File: src/rtl/nibreg_pkg.sv
package nibreg_pkg;

    typedef enum logic [3:0] {
        OP_ADDR_LO    = 4'h0,
        OP_ADDR_HI    = 4'h1,
        OP_DATA_LO    = 4'h2,
        OP_DATA_HI_WR = 4'h3,
        OP_READ       = 4'h4
    } op_e;

    typedef struct packed {
        logic       ld_addr_lo;
        logic       ld_addr_hi;
        logic       ld_data_lo;
        logic       wr;
        logic       rd;
        logic [3:0] nib;
    } cmd_t;

    localparam logic [7:0] ID_CODE      = 8'hA6;
    localparam logic [7:0] ADDR_ID      = 8'h00;
    localparam logic [7:0] ADDR_MODE    = 8'h03;
    localparam logic [7:0] ADDR_SCRATCH = 8'h0F;

    function automatic cmd_t decode_cmd(input logic v, input logic [7:0] b);
        cmd_t c;
        c            = '0;
        c.nib        = b[3:0];
        if (v) begin
            c.ld_addr_lo = (b[7:4] == OP_ADDR_LO);
            c.ld_addr_hi = (b[7:4] == OP_ADDR_HI);
            c.ld_data_lo = (b[7:4] == OP_DATA_LO);
            c.wr         = (b[7:4] == OP_DATA_HI_WR);
            c.rd         = (b[7:4] == OP_READ);
        end
        return c;
    endfunction

endpackage

File: src/rtl/nibreg_decode.sv
module nibreg_decode
    import nibreg_pkg::*;
(
    input  logic       cmd_valid,
    input  logic [7:0] cmd_byte,
    output cmd_t       cmd
);
    always_comb cmd = decode_cmd(cmd_valid, cmd_byte);


    unknown_op_quiet_chk: assert final (!(cmd_valid && cmd_byte[7:4] > 4'h4)
        || (cmd.wr == 1'b0 && cmd.rd == 1'b0 && cmd.ld_addr_lo == 1'b0
            && cmd.ld_addr_hi == 1'b0 && cmd.ld_data_lo == 1'b0));
endmodule

File: src/rtl/nibreg_ptr.sv
module nibreg_ptr
    import nibreg_pkg::*;
#(
    parameter int NIB_W = 4,
    parameter int NIBS  = 2
) (
    input  logic                  clk,
    input  logic                  rst,
    input  cmd_t                  cmd,
    output logic [NIB_W*NIBS-1:0] addr,
    output logic                  wr_en,
    output logic [2*NIB_W-1:0]    wr_data,
    output logic                  rd_en
);
    logic [NIB_W-1:0] data_lo;
    logic [NIBS-1:0]  ld;

    assign ld[0] = cmd.ld_addr_lo;
    assign ld[1] = cmd.ld_addr_hi;

    for (genvar g = 0; g < NIBS; g++) begin : g_addr_nib
        always_ff @(posedge clk) begin
            if (rst)        addr[g*NIB_W +: NIB_W] <= '0;
            else if (ld[g]) addr[g*NIB_W +: NIB_W] <= cmd.nib[NIB_W-1:0];
        end
    end

    always_ff @(posedge clk) begin
        if (rst)                 data_lo <= '0;
        else if (cmd.ld_data_lo) data_lo <= cmd.nib[NIB_W-1:0];
    end

    assign wr_en   = cmd.wr;
    assign wr_data = {cmd.nib[NIB_W-1:0], data_lo};
    assign rd_en   = cmd.rd;


    addr_lo_load_chk: assert property (@(posedge clk) disable iff (rst)
        cmd.ld_addr_lo |=> addr[NIB_W-1:0] == $past(cmd.nib[NIB_W-1:0]));


    addr_hold_chk: assert property (@(posedge clk) disable iff (rst)
        !cmd.ld_addr_lo && !cmd.ld_addr_hi |=> $stable(addr));
endmodule

File: src/rtl/nibreg_bank.sv
module nibreg_bank
    import nibreg_pkg::*;
#(
    parameter int ADDR_W = 8,
    parameter int DATA_W = 8
) (
    input  logic              clk,
    input  logic              rst,
    input  logic [ADDR_W-1:0] addr,
    input  logic              wr_en,
    input  logic [DATA_W-1:0] wr_data,
    input  logic              rd_en,
    output logic              reply_valid,
    output logic [DATA_W-1:0] reply_data,
    output logic [DATA_W-1:0] mode_q,
    output logic [DATA_W-1:0] scratch_q
);
    logic [DATA_W-1:0] rd_mux;
    logic              hit_mode, hit_scratch, hit_id;

    assign hit_id      = (addr == ADDR_W'(ADDR_ID));
    assign hit_mode    = (addr == ADDR_W'(ADDR_MODE));
    assign hit_scratch = (addr == ADDR_W'(ADDR_SCRATCH));

    always_ff @(posedge clk) begin
        if (rst) begin
            mode_q    <= '0;
            scratch_q <= '0;
        end else if (wr_en) begin
            if (hit_mode)    mode_q    <= wr_data;
            if (hit_scratch) scratch_q <= wr_data;
        end
    end

    always_comb begin
        rd_mux = '0;
        if (hit_id)      rd_mux = DATA_W'(ID_CODE);
        if (hit_mode)    rd_mux = mode_q;
        if (hit_scratch) rd_mux = scratch_q;
    end

    always_ff @(posedge clk) begin
        if (rst) begin
            reply_valid <= 1'b0;
            reply_data  <= '0;
        end else begin
            reply_valid <= rd_en;
            if (rd_en) reply_data <= rd_mux;
        end
    end


    reply_source_chk: assert property (@(posedge clk) disable iff (rst)
        reply_valid |-> $past(rd_en));


    id_value_chk: assert property (@(posedge clk) disable iff (rst)
        rd_en && hit_id |=> reply_data == DATA_W'(ID_CODE));


    mode_hold_chk: assert property (@(posedge clk) disable iff (rst)
        !(wr_en && hit_mode) |=> $stable(mode_q));


    scratch_hold_chk: assert property (@(posedge clk) disable iff (rst)
        !(wr_en && hit_scratch) |=> $stable(scratch_q));
endmodule

File: src/rtl/nibreg_decoder.sv
module nibreg_decoder
    import nibreg_pkg::*;
#(
    parameter int NIB_W = 4
) (
    input  logic                 clk,
    input  logic                 rst,
    input  logic                 cmd_valid,
    input  logic [2*NIB_W-1:0]   cmd_byte,
    output logic                 reply_valid,
    output logic [2*NIB_W-1:0]   reply_data,
    output logic [2*NIB_W-1:0]   mode_reg,
    output logic [2*NIB_W-1:0]   scratch_reg
);
    localparam int NIBS   = 2;
    localparam int ADDR_W = NIB_W * NIBS;
    localparam int DATA_W = 2 * NIB_W;

    cmd_t              cmd;
    logic [ADDR_W-1:0] addr;
    logic              wr_en, rd_en;
    logic [DATA_W-1:0] wr_data;

    nibreg_decode u_decode (
        .cmd_valid (cmd_valid),
        .cmd_byte  (cmd_byte),
        .cmd       (cmd)
    );

    nibreg_ptr #(.NIB_W(NIB_W), .NIBS(NIBS)) u_ptr (
        .clk     (clk),
        .rst     (rst),
        .cmd     (cmd),
        .addr    (addr),
        .wr_en   (wr_en),
        .wr_data (wr_data),
        .rd_en   (rd_en)
    );

    nibreg_bank #(.ADDR_W(ADDR_W), .DATA_W(DATA_W)) u_bank (
        .clk         (clk),
        .rst         (rst),
        .addr        (addr),
        .wr_en       (wr_en),
        .wr_data     (wr_data),
        .rd_en       (rd_en),
        .reply_valid (reply_valid),
        .reply_data  (reply_data),
        .mode_q      (mode_reg),
        .scratch_q   (scratch_reg)
    );


    idle_no_reply_chk: assert property (@(posedge clk) disable iff (rst)
        !cmd_valid |=> !reply_valid);
endmodule

File: config.mk
export PLATFORM = sky130hd
export DESIGN_NAME = nibreg_decoder
export DESIGN_NICKNAME = d
export VERILOG_FILES = /design/src/rtl/nibreg_pkg.sv /design/src/rtl/nibreg_decode.sv /design/src/rtl/nibreg_ptr.sv /design/src/rtl/nibreg_bank.sv /design/src/rtl/nibreg_decoder.sv
export SDC_FILE = /design/constraint.sdc
export NUM_CORES = 1
export LEC_CHECK = 0
export BUFFER_PORTS_ARGS = -buffer_cell sky130_fd_sc_hd__buf_2
export CAP_MARGIN = 25
export CORE_MARGIN = 1.5
export CORE_UTILIZATION = 52
export DETAILED_ROUTE_END_ITERATION = 8
export PLACE_DENSITY = 0.82
export SYNTH_ARGS = -nofsm -noshare
export SYNTH_HDL_FRONTEND = slang
export SYNTH_SLANG_ARGS = --single-unit
File: constraint.sdc
create_clock -name clk -period 2.3 [get_ports clk]
set_input_delay 0.115 -clock clk [delete_from_list [all_inputs] [get_ports clk]]
set_output_delay 0.115 -clock clk [all_outputs]
set_load 0.1 [all_outputs]
==> results of run 1 <==
==> cell type report <==
cell class                 instances  area, um^2  area share
clock inverter                     3        65.1      0.0353
multi-input combinational        122         748       0.406
timing repair buffer              40         213       0.115
clock buffer                       5        37.5      0.0204
tap                               31        38.8      0.0210
sequential                        37         741       0.402
==> through the flow <==
| stage | power [mW] | hold slack, ps |
|---|---|---|
| after floorplan | 0.711 | 251 |
| after global placement | 0.732 | 414 |
| after detailed placement | 0.735 | 424 |
| after CTS | 1.28 | 57.1 |
| after global routing | 1.32 | 54.0 |
| final | 1.27 | 66.4 |
==> layer usage <==
metal	up-vias	GRT usage
met3	12	0.0771
li1	672	-
met1	647	0.296
met5	-	0
met2	57	0.381
met4	0	0.0897
==> state kept, by name, summed over array words and instances (netlist names) <==
name	flops
u_bank.mode_q	8
u_bank.scratch_q	8
u_ptr.addr	8
u_ptr.data_lo	4
u_bank.reply_valid	1
u_bank.reply_data	8
==> worst max-delay path, delay by kind of cell (launching register included) <==
| kind | cells | cell delay, ps |
|---|---|---|
| AND/OR/NAND/NOR | 3 | 990 |
| flip-flops | 1 | 350 |
| buffers and inverters | 1 | 210 |
| multiplexers | 1 | 210 |
==> power by group through the flow <==
stage | combinational, mW | clock, mW | sequential [mW]
CTS | 0.0724 | 0.559 | 0.649
detailed placement | 0.0716 | 0 | 0.663
global placement | 0.0695 | 0 | 0.663
finish | 0.0731 | 0.552 | 0.649
global route | 0.0782 | 0.588 | 0.650
floorplan | 0.0372 | 0 | 0.674
==> cells in the final DEF, fill, tap and decap left out, types with 5 or more instances in the layout <==
| cell | count |
|---|---|
| o21ai_0 | 8 |
| nand3_1 | 14 |
| a21oi_1 | 12 |
| clkbuf_4 | 5 |
| nor2_1 | 29 |
| nand2_1 | 15 |
| buf_4 | 5 |
| buf_2 | 35 |
| mux2i_1 | 20 |
| dfxtp_1 | 37 |
==> Yosys cell counts, types with 4 or more instances <==
library cell | count | area, um^2
clkbuf_1 | 9 | 33.8
a22o_1 | 4 | 35.0
a211oi_1 | 4 | 30.0
nand2_1 | 15 | 56.3
mux2i_1 | 20 | 200
nor2_1 | 29 | 109
a22oi_1 | 4 | 30.0
dfxtp_1 | 37 | 741
a21oi_1 | 12 | 60.1
nand3_1 | 14 | 70.1
o21ai_0 | 8 | 40.0
==> worst paths after layout <==
kind / to / slack [ps] / cells after the start
worst max-delay path: u_bank.scratch_q[2] / 420 / 5
worst min-delay path: u_ptr.data_lo[1] / 70 / 3
worst max register to register: u_bank.scratch_q[2] / 420 / 5
worst min register to register: u_bank.reply_data[4] / 460 / 2
==> cells by family after synthesis <==
family / after synthesis
multiplexers: 20
buffers and inverters: 10
AO/OA/AOI/OAI: 32
flip-flops: 37
AND/OR/NAND/NOR: 70
==> reports/metrics.yaml, run 1 <==
syn-num-nets: 180
synth_compound_area_frac: 0.127
timing.rr.start: "u_ptr.addr[4]"
critPathCaptureType: "flop"
met1_length_mm: 1.52
fin_crit_sh: 0.819
top_layer_used: "met4"
drv_slew: 0
grt_pass1_wl_mm: 5.90
wl_met3_um: 253
finalWeightedCongestion: 0.794
cp.arrival_ps: 2100
final_util: 0.663
yosysSeqAreaShare: 0.483
status: "complete, no violations"
cts_setup_buffers: 0
fin_area_um2: 1840
synthToLayoutAreaGrowth_pct: 20.1
fp.dieH_um: 57.3
yosysUniqueCellTypes: 22
synth_top_flop_cell: "dfxtp_1"
grt_use_total: 0.237
yosys.area_share.simple: 0.230
htreeDepth: 2
fin_skew_ps: 8.90
synth_top_family_by_area: "simple AND/OR/NAND/NOR gates"
cts_hold_buf: 0
synth_xor_area_frac: 0
combPwrFrac: 0.057
cts_resized: 0
path_max_fanout: 5
p_per_area_nw_per_um2: 691
path_clk_slew_ps: 110
dp_hpwl_mm: 2.55
ioPinCount: 36
root_buffer: "clkbuf_4"
synthCells: 169
insertion_delay_ps: 340
p_sw_mw: 0.272
first_iter_violations: 61
async_flop_share: 0
core_area_um2: 2780
io_buffers: 35
hp-start: "cmd_byte[1]"
crit_chain: "or4_4, nor4_4, buf_4, mux2i_1, nor2_1"
avgSynthCellArea_um2: 9.08
tightest_slew_ps: 641
synth_edf_count: 0
setup_ws_ps: 417
pwr-share-clk: 0.433
slew_headroom: 0.572
route.met2.wl_mm: 1.76
crit_path_start: "u_ptr.addr[4]"
drive_gt1_frac: 0.251
critical_path_class: "flop to flop"
switching_share: 0.213
syn_area_um2: 1530
synth_adder_area_share: 0
drc: 0
cts_tree: "done"
post_dp_cell_area_um2: 1740
ys_ff_latch: 37
wl_mm: 3.64
first_pass_iters: 4
drv_cap: 0
place_inst: 230
numCtsBuffers: 5
post-route-min-period_ps: 1880
clock_path_buffers: 2
grt_max_degree: 38
fp.dieW_um: 57.3
hold_path.class: "primary input to flop"
grt_pass1_vias: 1255
synth_warnings: 0
p_seq_frac: 0.509
placementRows: 19
finalHoldViolations: 0
ir_worst_vdd_uv: 580
slowest_stage: "or4_4"
leakagePower_nw: 0.765
vias_per_cell: 5.83
critPathRequiredTime_ps: 2520
setup-tns-final_ps: 0
antenna_found_initial: 0
initial_core_util: 0.552
fillers: 231
vias: 1388
avgRoutedWirePerCell_um: 15.3
nets: 217
stdcell_count: 238
clock-sinks: 37
rsz0062_at_grt: "false"
diodes: 0
startpoint_type: "flop"
setup_viol: 0
detail-route-antenna-nets: 0
fmax_ghz: 0.531
power.internal_mw: 1.00
critical-path-max-stage-delay_ps: 600
muxShareOfSynthArea: 0.131
overflow: 0
die_area_um2: 3290
dp_slack_ps: 448
No activity file was read; power rests on OpenSTA's default activity.
==> inputs of run 2 (changes only) <==
==> constraint.sdc (replaced) <==
create_clock -name clk -period 1.9 [get_ports clk]
set_input_delay 0.095 -clock clk [delete_from_list [all_inputs] [get_ports clk]]
set_output_delay 0.095 -clock clk [all_outputs]
set_load 0.1 [all_outputs]
==> run 2 against run 1 <==
Non-clock buffer count up 2. Register-to-register slack worse by 300 ps. Combinational power up 20%. Final area down 1.5%. Count of clock-buffer cells in the layout up 2. Routed wire length down 8.8%. Clock power down 24%. Highest routed layer unchanged.
==> reports/metrics.yaml, run 2 (synthesis gave the netlist of run 1 again) <==
status: "complete, no violations"
overflow: 0
setup_viol: 0
fp.dieH_um: 57.3
path_max_fanout: 5
grt_pass1_wl_mm: 5.38
first_iter_violations: 62
drive_gt1_frac: 0.255
slew_headroom: 0.579
synthToLayoutAreaGrowth_pct: 18.4
tightest_slew_ps: 632
finalHoldViolations: 0
critical-path-max-stage-delay_ps: 600
timing.rr.start: "u_ptr.addr[4]"
grt_max_degree: 38
post-route-min-period_ps: 1780
cts_tree: "done"
wl_mm: 3.32
antenna_found_initial: 0
clock_path_buffers: 2
stdcell_count: 239
hp-start: "cmd_byte[1]"
diodes: 0
cts_hold_buf: 0
p_per_area_nw_per_um2: 710
rr_worst_depth: 4
grt_use_total: 0.218
fp.dieW_um: 57.3
hold_path.class: "primary input to flop"
drv_slew: 0
fin_area_um2: 1820
ir_worst_vdd_uv: 593
ff2ff_setup_slack_ps: 120
first_pass_iters: 4
critPathRequiredTime_ps: 2160
path_clk_slew_ps: 100
hold_path_end: "u_ptr.data_lo[1]"
htreeDepth: 2
power_mw: 1.29
startpoint_type: "flop"
hold_depth: 3
cp_top_family: "simple AND/OR/NAND/NOR gates"
setup-tns-final_ps: 0
dp_hpwl_mm: 2.48
fillers: 240
slowest_stage: "or4_4"
die_area_um2: 3290
vias: 1344
numCtsBuffers: 5
drc: 0
io_buffers: 35
place_inst: 232
crit_chain: "or4_4, nor3_1, a22oi_1, a211oi_1"
nets: 219
root_buffer: "clkbuf_4"
final_common_cell: "dfxtp_1"
cp.arrival_ps: 2040
fin_skew_ps: 7.34
clock-sinks: 37
core_area_um2: 2780
r2r_end: "u_bank.reply_data[7]"
critPathCaptureType: "flop"
placementRows: 19
setup_ws_ps: 118
finalWeightedCongestion: 0.864
fin_crit_sh: 0.938
vias_per_cell: 5.62
fmax_ghz: 0.561
leakagePower_nw: 0.752
avgRoutedWirePerCell_um: 13.9
detail-route-antenna-nets: 0
dp_slack_ps: 67.8
insertion_delay_ps: 340
final_cell_mix: "dfxtp_1, buf_2, nor2_1"
rsz0062_at_grt: "false"
ioPinCount: 36
grt_pass1_vias: 1169
post_dp_cell_area_um2: 1760
drv_cap: 0
initial_core_util: 0.552
critical_path_class: "flop to flop"
cp_num_buf_inv: 0
[run 2: per-stage QoR]
stage,util,hold slack [ps]
final,0.653,33.5
after detailed placement,0.631,396
after global routing,0.653,44.6
after floorplan,-,231
after CTS,0.651,24.6
after global placement,0.631,396
[run 2: area by class of cell]
class,instances,area (um^2),share of cell area
Tap cell,31,38.8,0.0214
Multi-Input combinational cell,122,753,0.415
Timing Repair Buffer,42,228,0.125
Sequential cell,37,741,0.408
Clock buffer,7,55.1,0.0303
[run 2: repair_timing]
item	in CTS	in global routing
setup buffers	0	0
gates resized for setup	0	1
setup endpoints to repair	0	4
[run 2: worst max path at each step]
stage / end / slack (ps) / start / cells past startpoint
after detailed placement: u_bank.reply_data[7] / 70 / u_ptr.addr[4] / 4
after floorplan: u_bank.mode_q[1] / 80 / u_ptr.addr[3] / 4
after CTS: u_bank.reply_data[7] / 50 / u_ptr.addr[4] / 4
after global placement: u_bank.reply_data[5] / 150 / u_ptr.addr[4] / 4
final: u_bank.reply_data[7] / 120 / u_ptr.addr[4] / 4
after global routing: u_bank.reply_data[2] / 40 / u_ptr.addr[4] / 4
[run 2: per-layer routing]
layer	share of wire	routed length, um	track usage
met2	0.46	1520	0.333
met1	0.47	1550	0.285
met4	0.020	65	0.126
met3	0.055	183	0.0476
met5	0	0	0
[run 2: power breakdown]
group	leakage (nW)	switching [mW]	internal, mW	total, mW
sequential	0.298	0.00410	0.780	0.784
combinational	0.422	0.0618	0.0260	0.0877
clock	0.0314	0.243	0.175	0.418
total	0.752	0.309	0.981	1.29
[run 2: worst register-to-register path, delay by kind of cell, from the launching register on]
kind | cells | cell delay, ps
AOI/OAI and AO/OA | 2 | 400
and+or+nand+nor | 2 | 980
DFF | 1 | 330
==> inputs of run 3 (changes only) <==
--- a/config.mk
+++ b/config.mk
@@ -11,6 +11,7 @@
 export CORE_UTILIZATION = 52
 export DETAILED_ROUTE_END_ITERATION = 8
 export PLACE_DENSITY = 0.82
+export REMOVE_ABC_BUFFERS = 1
 export SYNTH_ARGS = -nofsm -noshare
 export SYNTH_HDL_FRONTEND = slang
 export SYNTH_SLANG_ARGS = --single-unit
==> constraint.sdc (replaced) <==
create_clock -name clk -period 2 [get_ports clk]
set_input_delay 0.1 -clock clk [delete_from_list [all_inputs] [get_ports clk]]
set_output_delay 0.1 -clock clk [all_outputs]
set_load 0.1 [all_outputs]
==> run 3 against run 2 <==
Flip-flop and latch count unchanged. Cell count increased by 0.42%. Critical endpoint is now u_bank.scratch_q[4]. Combinational power is 4.0% lower. Highest routed layer unchanged. Largest cell class unchanged. Via count up 0.89%.
==> reports/metrics.yaml, run 3 (synthesis gave the netlist of run 1 again) <==
synthToLayoutAreaGrowth_pct: 18.2
fmax_ghz: 0.548
post-route-min-period_ps: 1820
fp.dieH_um: 57.3
timing.rr.start: "u_ptr.addr[4]"
antenna_found_initial: 0
numCtsBuffers: 5
fin_area_um2: 1810
detail-route-antenna-nets: 0
vias_per_cell: 5.65
status: "complete, no violations"
path_max_fanout: 5
critPathRequiredTime_ps: 2210
startpoint_type: "flop"
critPathCaptureType: "flop"
leakagePower_nw: 0.757
first_iter_violations: 36
drc: 0
root_buffer: "clkbuf_4"
wl_mm: 3.39
grt_max_degree: 38
finalHoldViolations: 0
htreeDepth: 2
critical_path_class: "flop to flop"
hold_path.class: "primary input to flop"
first_pass_iters: 5
cts_tree: "done"
power_mw: 1.18
slew_headroom: 0.584
setup-tns-final_ps: 0
rsz0062_at_grt: "false"
dp_hpwl_mm: 2.49
core_area_um2: 2780
grt_use_total: 0.223
hold_depth: 3
fin_crit_sh: 0.912
rr_worst_depth: 5
setup_viol: 0
insertion_delay_ps: 350
cts_resized: 0
tightest_slew_ps: 625
ioPinCount: 36
io_buffers: 35
path_clk_slew_ps: 100
cp.arrival_ps: 2030
drv_cap: 0
vias: 1356
grt_pass1_wl_mm: 5.51
overflow: 0
post_dp_cell_area_um2: 1770
met1_length_mm: 1.43
grt_pass1_vias: 1248
fillers: 243
top_layer_used: "met4"
drv_slew: 0
nets: 221
die_area_um2: 3290
wl_met3_um: 240
fp.dieW_um: 57.3
crit_path_start: "u_ptr.addr[4]"
p_per_area_nw_per_um2: 652
final_common_cell: "dfxtp_1"
ir_worst_vdd_uv: 708
avgRoutedWirePerCell_um: 14.1
clock-sinks: 37
clock_path_buffers: 2
drive_gt1_frac: 0.258
diodes: 0
hp-start: "cmd_byte[0]"
hold_slack_ps: 52.0
route.met2.wl_mm: 1.66
fin_skew_ps: 13.4
final_cell_mix: "dfxtp_1, buf_2, nor2_1"
final_util: 0.652
initial_core_util: 0.552
cts_hold_buf: 0
placementRows: 19
finalWeightedCongestion: 0.803
cts_setup_buffers: 0
==> run 3: cell count changes in the layout (fill, tap and decap cells not counted) <==
cell | before | now
buf_4 | 7 | 9
nor3_2 | 1 | 0
clkbuf_1 | 1 | 0
clkinv_2 | 0 | 1
clkbuf_8 | 1 | 0
nor3_1 | 1 | 2
==> run 3: power breakdown <==
part / internal [mW] / leakage, nW / total, mW / switching (mW)
combinational: 0.0254 / 0.432 / 0.0842 / 0.0589
sequential: 0.741 / 0.298 / 0.745 / 0.00327
clock: 0.122 / 0.0269 / 0.353 / 0.231
total: 0.889 / 0.757 / 1.18 / 0.293
==> run 3: layout make-up <==
class / count / area, um^2 / area share
Multi-Input combinational cell: 122 / 748 / 0.413
Sequential cell: 37 / 741 / 0.409
Clock inverter: 1 / 5.00 / 0.00276
Tap cell: 31 / 38.8 / 0.0214
Clock buffer: 5 / 37.5 / 0.0207
Timing Repair Buffer: 44 / 243 / 0.134
==> run 3: per-layer routing <==
layer  track usage  up-vias
met5             0        -
met2         0.361       55
met3        0.0680        9
li1              -      672
met1         0.281      620
met4        0.0797        0
==> run 3: worst max-delay path, stage by stage, from the launching register on <==
cell and delay, ps:
dfxtp_1 330, or4_4 600, nor4_4 310, buf_4 200
mux2i_1 190, nor2_1 50
==> run 3: through the flow <==
step	instances	setup slack, ps
after floorplan	159	137
after global placement	234	241
after detailed placement	234	193
after CTS	240	178
after global routing	240	95.4
final	240	175
==> run 3: worst paths after layout <==
check,end,slack [ps]
max,u_bank.scratch_q[4],180
min,u_ptr.data_lo[0],50
max reg2reg,u_bank.scratch_q[4],180
min reg2reg,u_bank.reply_data[3],450
